==> src/rtl/tc_pkg.sv <==
package tc_pkg;
  typedef enum logic [2:0] {
    SEL_FRAC = 3'd0,
    SEL_NSLO = 3'd1,
    SEL_NSHI = 3'd2,
    SEL_ADJ  = 3'd3,
    SEL_CTRL = 3'd4
  } reg_sel_e;

  localparam int CTRL_HALT_BIT = 31;
  localparam int CTRL_OVF_BIT  = 0;
endpackage

==> src/rtl/tc_rst_sync.sv <==
module tc_rst_sync (
  input  logic clk,
  input  logic rst_n,
  output logic rst_sync_n
);
  logic meta_q;

  always_ff @(posedge clk or negedge rst_n) begin
    if (!rst_n) begin
      meta_q     <= 1'b0;
      rst_sync_n <= 1'b0;
    end else begin
      meta_q     <= 1'b1;
      rst_sync_n <= meta_q;
    end
  end
endmodule

==> src/rtl/tc_accum.sv <==
module tc_accum #(
  parameter int NS_W    = 40,
  parameter int FR_W    = 32,
  parameter int STEP_NS = 8
) (
  input  logic             clk,
  input  logic             rst_n,
  input  logic             run,
  input  logic             load,
  input  logic [NS_W-1:0]  load_ns,
  input  logic             adj_neg,
  input  logic [FR_W-2:0]  adj_mag,
  output logic [NS_W-1:0]  ns_o,
  output logic [FR_W-1:0]  frac_o,
  output logic             wrap_o
);
  localparam int TW = NS_W + FR_W;

  logic [TW-1:0] cur_q, cur_d;
  logic [TW-1:0] step_base, mag_ext, step_eff;
  logic [TW:0]   sum;

  // 8 ns step in fixed point, trimmed by the signed correction
  always_comb begin
    step_base = {NS_W'(STEP_NS), {FR_W{1'b0}}};
    mag_ext   = TW'(adj_mag);
    step_eff  = adj_neg ? (step_base - mag_ext) : (step_base + mag_ext);
    sum       = {1'b0, cur_q} + {1'b0, step_eff};
  end

  // a load overrides the tick
  always_comb begin
    cur_d  = cur_q;
    wrap_o = 1'b0;
    if (load) begin
      cur_d = {load_ns, {FR_W{1'b0}}};
    end else if (run) begin
      cur_d  = sum[TW-1:0];
      wrap_o = sum[TW];
    end
  end

  always_ff @(posedge clk or negedge rst_n) begin
    if (!rst_n) begin
      cur_q <= '0;
    end else if (load || run) begin
      cur_q <= cur_d;
    end
  end

  assign ns_o   = cur_q[TW-1:FR_W];
  assign frac_o = cur_q[FR_W-1:0];
endmodule

==> src/rtl/tc_ctrl.sv <==
module tc_ctrl #(
  parameter int DW = 32
) (
  input  logic          clk,
  input  logic          rst_n,
  input  logic          wr_en,
  input  logic [2:0]    addr,
  input  logic [DW-1:0] wdata,
  input  logic          wrap,
  output logic [DW-1:0] adj_o,
  output logic [DW-1:0] low_stage_o,
  output logic          halt_o,
  output logic          ovf_o
);
  import tc_pkg::*;

  logic          wr_adj, wr_ctrl, wr_low;
  logic [DW-1:0] adj_d, low_d;
  logic          halt_d, ovf_d;

  always_comb begin
    wr_adj  = wr_en && (addr == SEL_ADJ);
    wr_ctrl = wr_en && (addr == SEL_CTRL);
    wr_low  = wr_en && (addr == SEL_NSLO);
    adj_d   = wr_adj  ? wdata : adj_o;
    low_d   = wr_low  ? wdata : low_stage_o;
    halt_d  = wr_ctrl ? wdata[CTRL_HALT_BIT] : halt_o;
    ovf_d   = ovf_o;
    if (wr_ctrl && wdata[CTRL_OVF_BIT]) ovf_d = 1'b0;
    if (wrap) ovf_d = 1'b1;   // a new wrap wins over a clear
  end

  always_ff @(posedge clk or negedge rst_n) begin
    if (!rst_n) begin
      adj_o       <= '0;
      low_stage_o <= '0;
      halt_o      <= 1'b1;
      ovf_o       <= 1'b0;
    end else begin
      adj_o       <= adj_d;
      low_stage_o <= low_d;
      halt_o      <= halt_d;
      ovf_o       <= ovf_d;
    end
  end
endmodule

==> src/rtl/tc_readout.sv <==
module tc_readout #(
  parameter int NS_W = 40,
  parameter int FR_W = 32,
  parameter int DW   = 32
) (
  input  logic            clk,
  input  logic            rst_n,
  input  logic            rd_en,
  input  logic [2:0]      addr,
  input  logic [NS_W-1:0] live_ns,
  input  logic [FR_W-1:0] live_frac,
  input  logic [DW-1:0]   adj,
  input  logic            halt,
  input  logic            ovf,
  output logic [DW-1:0]   rdata
);
  import tc_pkg::*;

  logic [NS_W-1:0] snap_q;
  logic            snap_en;
  logic [DW-1:0]   rdata_d;
  logic [DW-1:0]   ctrl_word;

  always_comb begin
    snap_en   = rd_en && (addr == SEL_FRAC);
    ctrl_word = '0;
    ctrl_word[CTRL_HALT_BIT] = halt;
    ctrl_word[CTRL_OVF_BIT]  = ovf;
    case (addr)
      SEL_FRAC: rdata_d = DW'(live_frac);
      SEL_NSLO: rdata_d = snap_q[DW-1:0];
      SEL_NSHI: rdata_d = DW'(snap_q[NS_W-1:DW]);
      SEL_ADJ:  rdata_d = adj;
      SEL_CTRL: rdata_d = ctrl_word;
      default:  rdata_d = '0;
    endcase
  end

  always_ff @(posedge clk or negedge rst_n) begin
    if (!rst_n) begin
      snap_q <= '0;
    end else if (snap_en) begin
      snap_q <= live_ns;
    end
  end

  always_ff @(posedge clk or negedge rst_n) begin
    if (!rst_n) begin
      rdata <= '0;
    end else if (rd_en) begin
      rdata <= rdata_d;
    end
  end
endmodule

==> src/rtl/ptp_time_counter.sv <==
module ptp_time_counter #(
  parameter int NS_W    = 40,
  parameter int FR_W    = 32,
  parameter int DW      = 32,
  parameter int STEP_NS = 8
) (
  input  logic            clk,
  input  logic            rst_n,
  input  logic            bus_wr,
  input  logic            bus_rd,
  input  logic [2:0]      bus_addr,
  input  logic [DW-1:0]   bus_wdata,
  output logic [DW-1:0]   bus_rdata,
  output logic [NS_W-1:0] time_ns,
  output logic            ovf_flag
);
  import tc_pkg::*;

  localparam int HI_W = NS_W - DW;

  logic            rst_sync_n;
  logic            halt, ovf, wrap, load_hi;
  logic [DW-1:0]   adj, low_stage;
  logic [FR_W-1:0] frac;
  logic [NS_W-1:0] load_val;

  tc_rst_sync u_rst (
    .clk        (clk),
    .rst_n      (rst_n),
    .rst_sync_n (rst_sync_n)
  );

  tc_ctrl #(.DW(DW)) u_ctrl (
    .clk         (clk),
    .rst_n       (rst_sync_n),
    .wr_en       (bus_wr),
    .addr        (bus_addr),
    .wdata       (bus_wdata),
    .wrap        (wrap),
    .adj_o       (adj),
    .low_stage_o (low_stage),
    .halt_o      (halt),
    .ovf_o       (ovf)
  );

  assign load_hi  = bus_wr && (bus_addr == SEL_NSHI);
  assign load_val = {bus_wdata[HI_W-1:0], low_stage};

  tc_accum #(.NS_W(NS_W), .FR_W(FR_W), .STEP_NS(STEP_NS)) u_acc (
    .clk     (clk),
    .rst_n   (rst_sync_n),
    .run     (!halt),
    .load    (load_hi),
    .load_ns (load_val),
    .adj_neg (adj[DW-1]),
    .adj_mag (adj[FR_W-2:0]),
    .ns_o    (time_ns),
    .frac_o  (frac),
    .wrap_o  (wrap)
  );

  tc_readout #(.NS_W(NS_W), .FR_W(FR_W), .DW(DW)) u_rd (
    .clk       (clk),
    .rst_n     (rst_sync_n),
    .rd_en     (bus_rd),
    .addr      (bus_addr),
    .live_ns   (time_ns),
    .live_frac (frac),
    .adj       (adj),
    .halt      (halt),
    .ovf       (ovf),
    .rdata     (bus_rdata)
  );

  assign ovf_flag = ovf;
endmodule

==> config.mk <==
export PLATFORM = sky130hd
export DESIGN_NAME = ptp_time_counter
export DESIGN_NICKNAME = d
export VERILOG_FILES = /design/src/rtl/tc_pkg.sv /design/src/rtl/tc_rst_sync.sv /design/src/rtl/tc_accum.sv /design/src/rtl/tc_ctrl.sv /design/src/rtl/tc_readout.sv /design/src/rtl/ptp_time_counter.sv
export SDC_FILE = /design/constraint.sdc
export NUM_CORES = 1
export LEC_CHECK = 0
export BUFFER_PORTS_ARGS = -buffer_cell sky130_fd_sc_hd__buf_2
export CORE_MARGIN = 4
export CORE_UTILIZATION = 65
export DETAILED_ROUTE_END_ITERATION = 10
export HOLD_SLACK_MARGIN = 0.12
export PLACE_DENSITY = 0.86
export RECOVER_POWER = 25
export SLEW_MARGIN = 25
export SYNTH_ARGS = -nofsm -noshare
export SYNTH_HDL_FRONTEND = slang
export SYNTH_HIERARCHICAL = 1
export SYNTH_SLANG_ARGS = --single-unit
==> constraint.sdc <==
create_clock -name clk -period 16.8 [get_ports clk]
set_input_delay 1.68 -clock clk [delete_from_list [all_inputs] [get_ports clk]]
set_output_delay 1.68 -clock clk [all_outputs]
set_load 0.02 [all_outputs]
==> results.md <==
- The flow ran to the end, but the final reports show violations.
- The final reports fail on capacitance limit, slew limit.
- For the worst-skew pair, the clock arrives at the later sink with an insertion delay of 0.51 ns.
- The synthesized net count is 1259.
- The sequential element share of the synthesized area is 0.421.
- The synthesized cell area is 12600 um2.
- The multiplexer fraction of the synthesized cell area is 0.158.
- The number of buffers inserted during clock tree synthesis is 22.
- The initial antenna violation count is 1.
- The synthesis-to-finish area growth is 11.1%.
- The highest ir drop seen on vdd is 93.1 uV.
- The final instance area is 14000 um2.
- Counting distinct cell types in the post-synthesis netlist gives 88.
- After clock tree synthesis, the clock-pin slew on the worst setup and hold paths is 0.06 ns.
- Of the total synthesized cell area, the portion taken by AND, OR, NAND and NOR gates is 0.119.
- The worst path in the final design needs a cycle of 5.26 ns, including I/O delays and setup.
- The capture point of the worst reg-to-reg path is u_acc/cur_q[55].
- For this design the ratio of total power to cell area is between 150 and 200 nW/um2.
- The total global routing track utilization is 0.336.
- The number of fillers in the final layout is between 1000 and 1500.
- Entering global routing, the biggest net connects 80 pins.
- The CTS tree is built.
- Setup repair after global routing left no endpoint under its margin.
- The final weighted congestion of routability-driven global placement is 0.953.
- Ranked by total cell area, the synthesized netlist is headed by sky130_fd_sc_hd__dfrtp_1 42%, sky130_fd_sc_hd__mux2_2 6.5%, sky130_fd_sc_hd__mux2i_1 4.2%, sky130_fd_sc_hd__xnor2_1 4.0%, sky130_fd_sc_hd__ha_1 3.8%.
- The x dimension of the die is about 150 um.
- The most frequent cell after synthesis is sky130_fd_sc_hd__dfrtp_1.
- The area of the multi-input gates is 6840 um2.
- The fraction of the cycle the final worst path needs is 0.313.
- The slack of the worst reg-to-reg path is 11.54 ns.
- The count of cells resized by post-cts repair is 0.
- The port buffer count is 111.
- The CTS H-tree depth is 1.
- The register area is 5310 um2.
- The maximum net fanout on the critical path is 9.
- After detailed routing, the average wire length per cell comes to 23.8 um.
- The initialized floorplan defines 50 standard-cell rows.
- The area enclosed by the die boundary is ~22000 um2.
- The data arrival time of the critical path is 5.69 ns.
- The per-instance average area after synthesis is 10.7 um2.
- Hold timing on the final database bottoms out at a slack of 0.360 ns.
- Counting cells, the worst reg-to-reg path comes to 17.
- The via count of the first global-routing pass is 10400.
- The share of the synthesized area in compound gates (AO/OA/AOI/OAI) is 0.163.
- The tool flagged a number of max-cap violations equal to 2.
- The total via count in the routed design is about 10000.
- The remaining global-route overflow is 0.
- Along the worst hold path, the cell count comes to 0.
- The first routing iteration left 990 violations.
- The max-slew violation total from the final report came to 105.
- After technology mapping, the gate count stands at 1181.
- The met1 routing resource usage after global routing is 0.468.
- The first detailed-routing pass ran for 5 iterations.
- Counting along the longest clock path gives a buffer depth of 3.
- By count the netlist is led by 211 x sky130_fd_sc_hd__dfrtp_1, 93 x sky130_fd_sc_hd__nand2_1, 73 x sky130_fd_sc_hd__mux2_2.
- Timing analysis after detailed placement gives a worst setup slack of approximately 12 ns.
- Of the total synthesized cell area, the portion taken by full adders, half adders and majority gates is 0.0393.
- In the final layout, the share of cells above drive strength 1 is 0.238.
- The hold violation count in the final report is 0.
- The busiest layer in global routing is met2.
- The global routing met3 resource utilization is 0.0703.
- The total area inside the core boundary comes to 18900 um2.
- The completed layout was analyzed and its total power is 2.74 mW.
- The worst max-slew margin expressed relative to the limit is -1.22.
- The worst min-delay path startpoint is u_rst/meta_q.
- The endpoint class of the critical path is a flop.
- For the pin with the worst max-slew slack, the measured transition is 3.33 ns.
- Using the TritonRoute via totals, the vias-per-cell ratio works out to 6.63.
- At the end of the flow, the number of nets in the layout was 1342.
- After clock tree synthesis, the flow added hold-fix buffers numbering 0.
- The biggest area contributor in the post-synthesis netlist is sky130_fd_sc_hd__dfrtp_1.
- The initial utilization of the core area, before any placement, comes to 0.667.
- Detailed placement ended at an HPWL of 25500 um.
- Setup violations remaining at the end of the flow were counted as 0.
- Of the total synthesized cell area, the portion taken by XOR and XNOR cells is 0.0626.
- The fraction of post-synthesis cell area in the top cell type by area is 0.419.
- Buffers added to address setup during post-CTS repair amount to 0.
- For this run, the number of Yosys warnings is 6.
- In the synthesized netlist the dominant register cell turns out to be sky130_fd_sc_hd__dfrtp_1.
- The final layout contains routed wiring with a total length of 36700 um.
- Yosys mapped a number of flops with a built-in enable equal to 0.
- Once placement completed, the tool counted placed cells totaling between 1000 and 1500.
- The critical path class is flop to flop.
- The wire length of the first global-routing pass is 58000 um.
- Setup slack closes at 11.54 ns.
- The post-route non-filler standard cell count is between 1500 and 2000.
- The leakage power is 6.27 nW.
- At the end of the flow the core is filled with cells to 0.741.
- The worst hold path terminates at u_rst/rst_sync_n.
- After synthesis, the largest family of logic cells by area is compound AO/OA/AOI/OAI gates.
- The maximum operating frequency is 190 MHz.
- The final setup skew is 0.0197 ns.
- In this run the count of I/O pins placed on the die edge is 112.
- The clock root buffer is sky130_fd_sc_hd__clkbuf_16.
- In this run the worst hold path is classified as flop to flop.
- In the synthesized netlist the async set-or-reset flop fraction comes to 1.00.
- For the final routed database, the setup TNS stands at 0 ns.
- Synthesis inferred 212 register bits.
- The number of remaining DRC errors is 0.
- The die height is 147 um.
- The type of element launching the critical path is a flop.
- At the worst endpoint, the required time is 17.23 ns.
- The global routing met2 resource utilization is 0.528.
- Clock tree synthesis found a total of approximately 210 sinks.
- Once placement finished, the instance area stood at 13200 um2.
- The detail route stage leaves a number of antenna-violating nets equal to 0.
- The worst register-to-register path begins at u_ctrl/adj_o[3].
## how the worst max path moves through the flow
stage / from / end / slack [ns] / cells past startpoint
floorplan: u_rst/rst_sync_n / u_acc/cur_q[0] / 10.46 / 0
global placement: u_ctrl/adj_o[9] / u_acc/cur_q[54] / 11.80 / 18
detailed placement: u_ctrl/adj_o[9] / u_acc/cur_q[67] / 11.72 / 16
CTS: u_ctrl/adj_o[9] / u_acc/cur_q[55] / 11.67 / 16
global route: u_ctrl/adj_o[3] / u_acc/cur_q[67] / 11.28 / 17
finish: u_ctrl/adj_o[3] / u_acc/cur_q[55] / 11.54 / 17
## power breakdown
part	internal [mW]	total (mW)	switching (mW)
clock network	0.321	0.521	0.200
registers	0.674	0.856	0.182
logic	0.563	1.36	0.798
## worst max-delay path, stage by stage (launching register included)
cell and delay [ns]:
sky130_fd_sc_hd__dfrtp_1 0.42, sky130_fd_sc_hd__or3_1 0.44, sky130_fd_sc_hd__nor3_1 0.28, sky130_fd_sc_hd__nand3_1 0.27
sky130_fd_sc_hd__nor2_1 0.16, sky130_fd_sc_hd__nor2_1 0.11, sky130_fd_sc_hd__a21oi_1 0.49, sky130_fd_sc_hd__nand2_1 0.17
sky130_fd_sc_hd__xor2_1 0.19, sky130_fd_sc_hd__ha_1 0.44, sky130_fd_sc_hd__nand4_1 0.19, sky130_fd_sc_hd__nor3_1 0.26
sky130_fd_sc_hd__nand4_1 0.16, sky130_fd_sc_hd__nand4b_1 0.33, sky130_fd_sc_hd__a21oi_1 0.62, sky130_fd_sc_hd__o21ai_0 0.27
sky130_fd_sc_hd__xor2_1 0.21, sky130_fd_sc_hd__o21ai_0 0.16
## layout by cell type, fill, tap and decap left out, types with 9 or more instances in the layout
cell	instances
sky130_fd_sc_hd__nand4_1	19
sky130_fd_sc_hd__a2bb2oi_1	23
sky130_fd_sc_hd__mux2_2	73
sky130_fd_sc_hd__nor2_1	72
sky130_fd_sc_hd__o21ai_1	12
sky130_fd_sc_hd__clkbuf_16	23
sky130_fd_sc_hd__o2bb2ai_1	23
sky130_fd_sc_hd__nand3_1	20
sky130_fd_sc_hd__inv_1	26
sky130_fd_sc_hd__buf_2	110
sky130_fd_sc_hd__nor4_1	9
sky130_fd_sc_hd__a21oi_1	53
sky130_fd_sc_hd__o211ai_1	11
sky130_fd_sc_hd__ha_1	38
sky130_fd_sc_hd__nand2_1	93
sky130_fd_sc_hd__o31ai_1	10
sky130_fd_sc_hd__mux2_4	30
sky130_fd_sc_hd__mux2i_1	53
sky130_fd_sc_hd__and3_1	17
sky130_fd_sc_hd__a21o_1	17
sky130_fd_sc_hd__xnor2_1	58
sky130_fd_sc_hd__o21ai_0	55
sky130_fd_sc_hd__buf_4	11
sky130_fd_sc_hd__dfrtp_1	211
sky130_fd_sc_hd__xor2_1	32
## flip-flops by register name, indices dropped and copies added (netlist names)
register / flops
u_rst/meta_q: 1
u_ctrl/ovf_o: 1
u_acc/cur_q: 72
u_ctrl/adj_o: 32
u_rd/snap_q: 40
u_ctrl/low_stage_o: 32
u_ctrl/halt_o: 1
u_rd/rdata: 32
u_rst/rst_sync_n: 1
## metal layers
metal	part of all wire	vias to the layer above
met3	0.086	115
li1	-	4508
met4	0.036	0
met1	0.42	5030
met5	0	-
met2	0.46	544
## cell type report
cell class | instances | share of cell area
Antenna cell | 1 | 0.000179
Clock inverter | 6 | 0.00751
Timing Repair Buffer | 124 | 0.0461
Clock buffer | 32 | 0.0478
Multi-Input combinational cell | 877 | 0.489
Tap cell | 260 | 0.0233
Inverter | 27 | 0.00724
Sequential cell | 212 | 0.379
## cell families (layout without fill, tap and decap cells)
family                   after synthesis  in the layout
AO/OA/AOI/OAI                        286            286
flip-flops                           212            212
multiplexers                         166            166
XOR/XNOR                              90             90
AND/OR/NAND/NOR                      295            295
adder cells (fa/ha/maj)               39             39
other                                  1              2
buffers and inverters                 92            189
No activity file was read; power rests on OpenSTA's default activity.
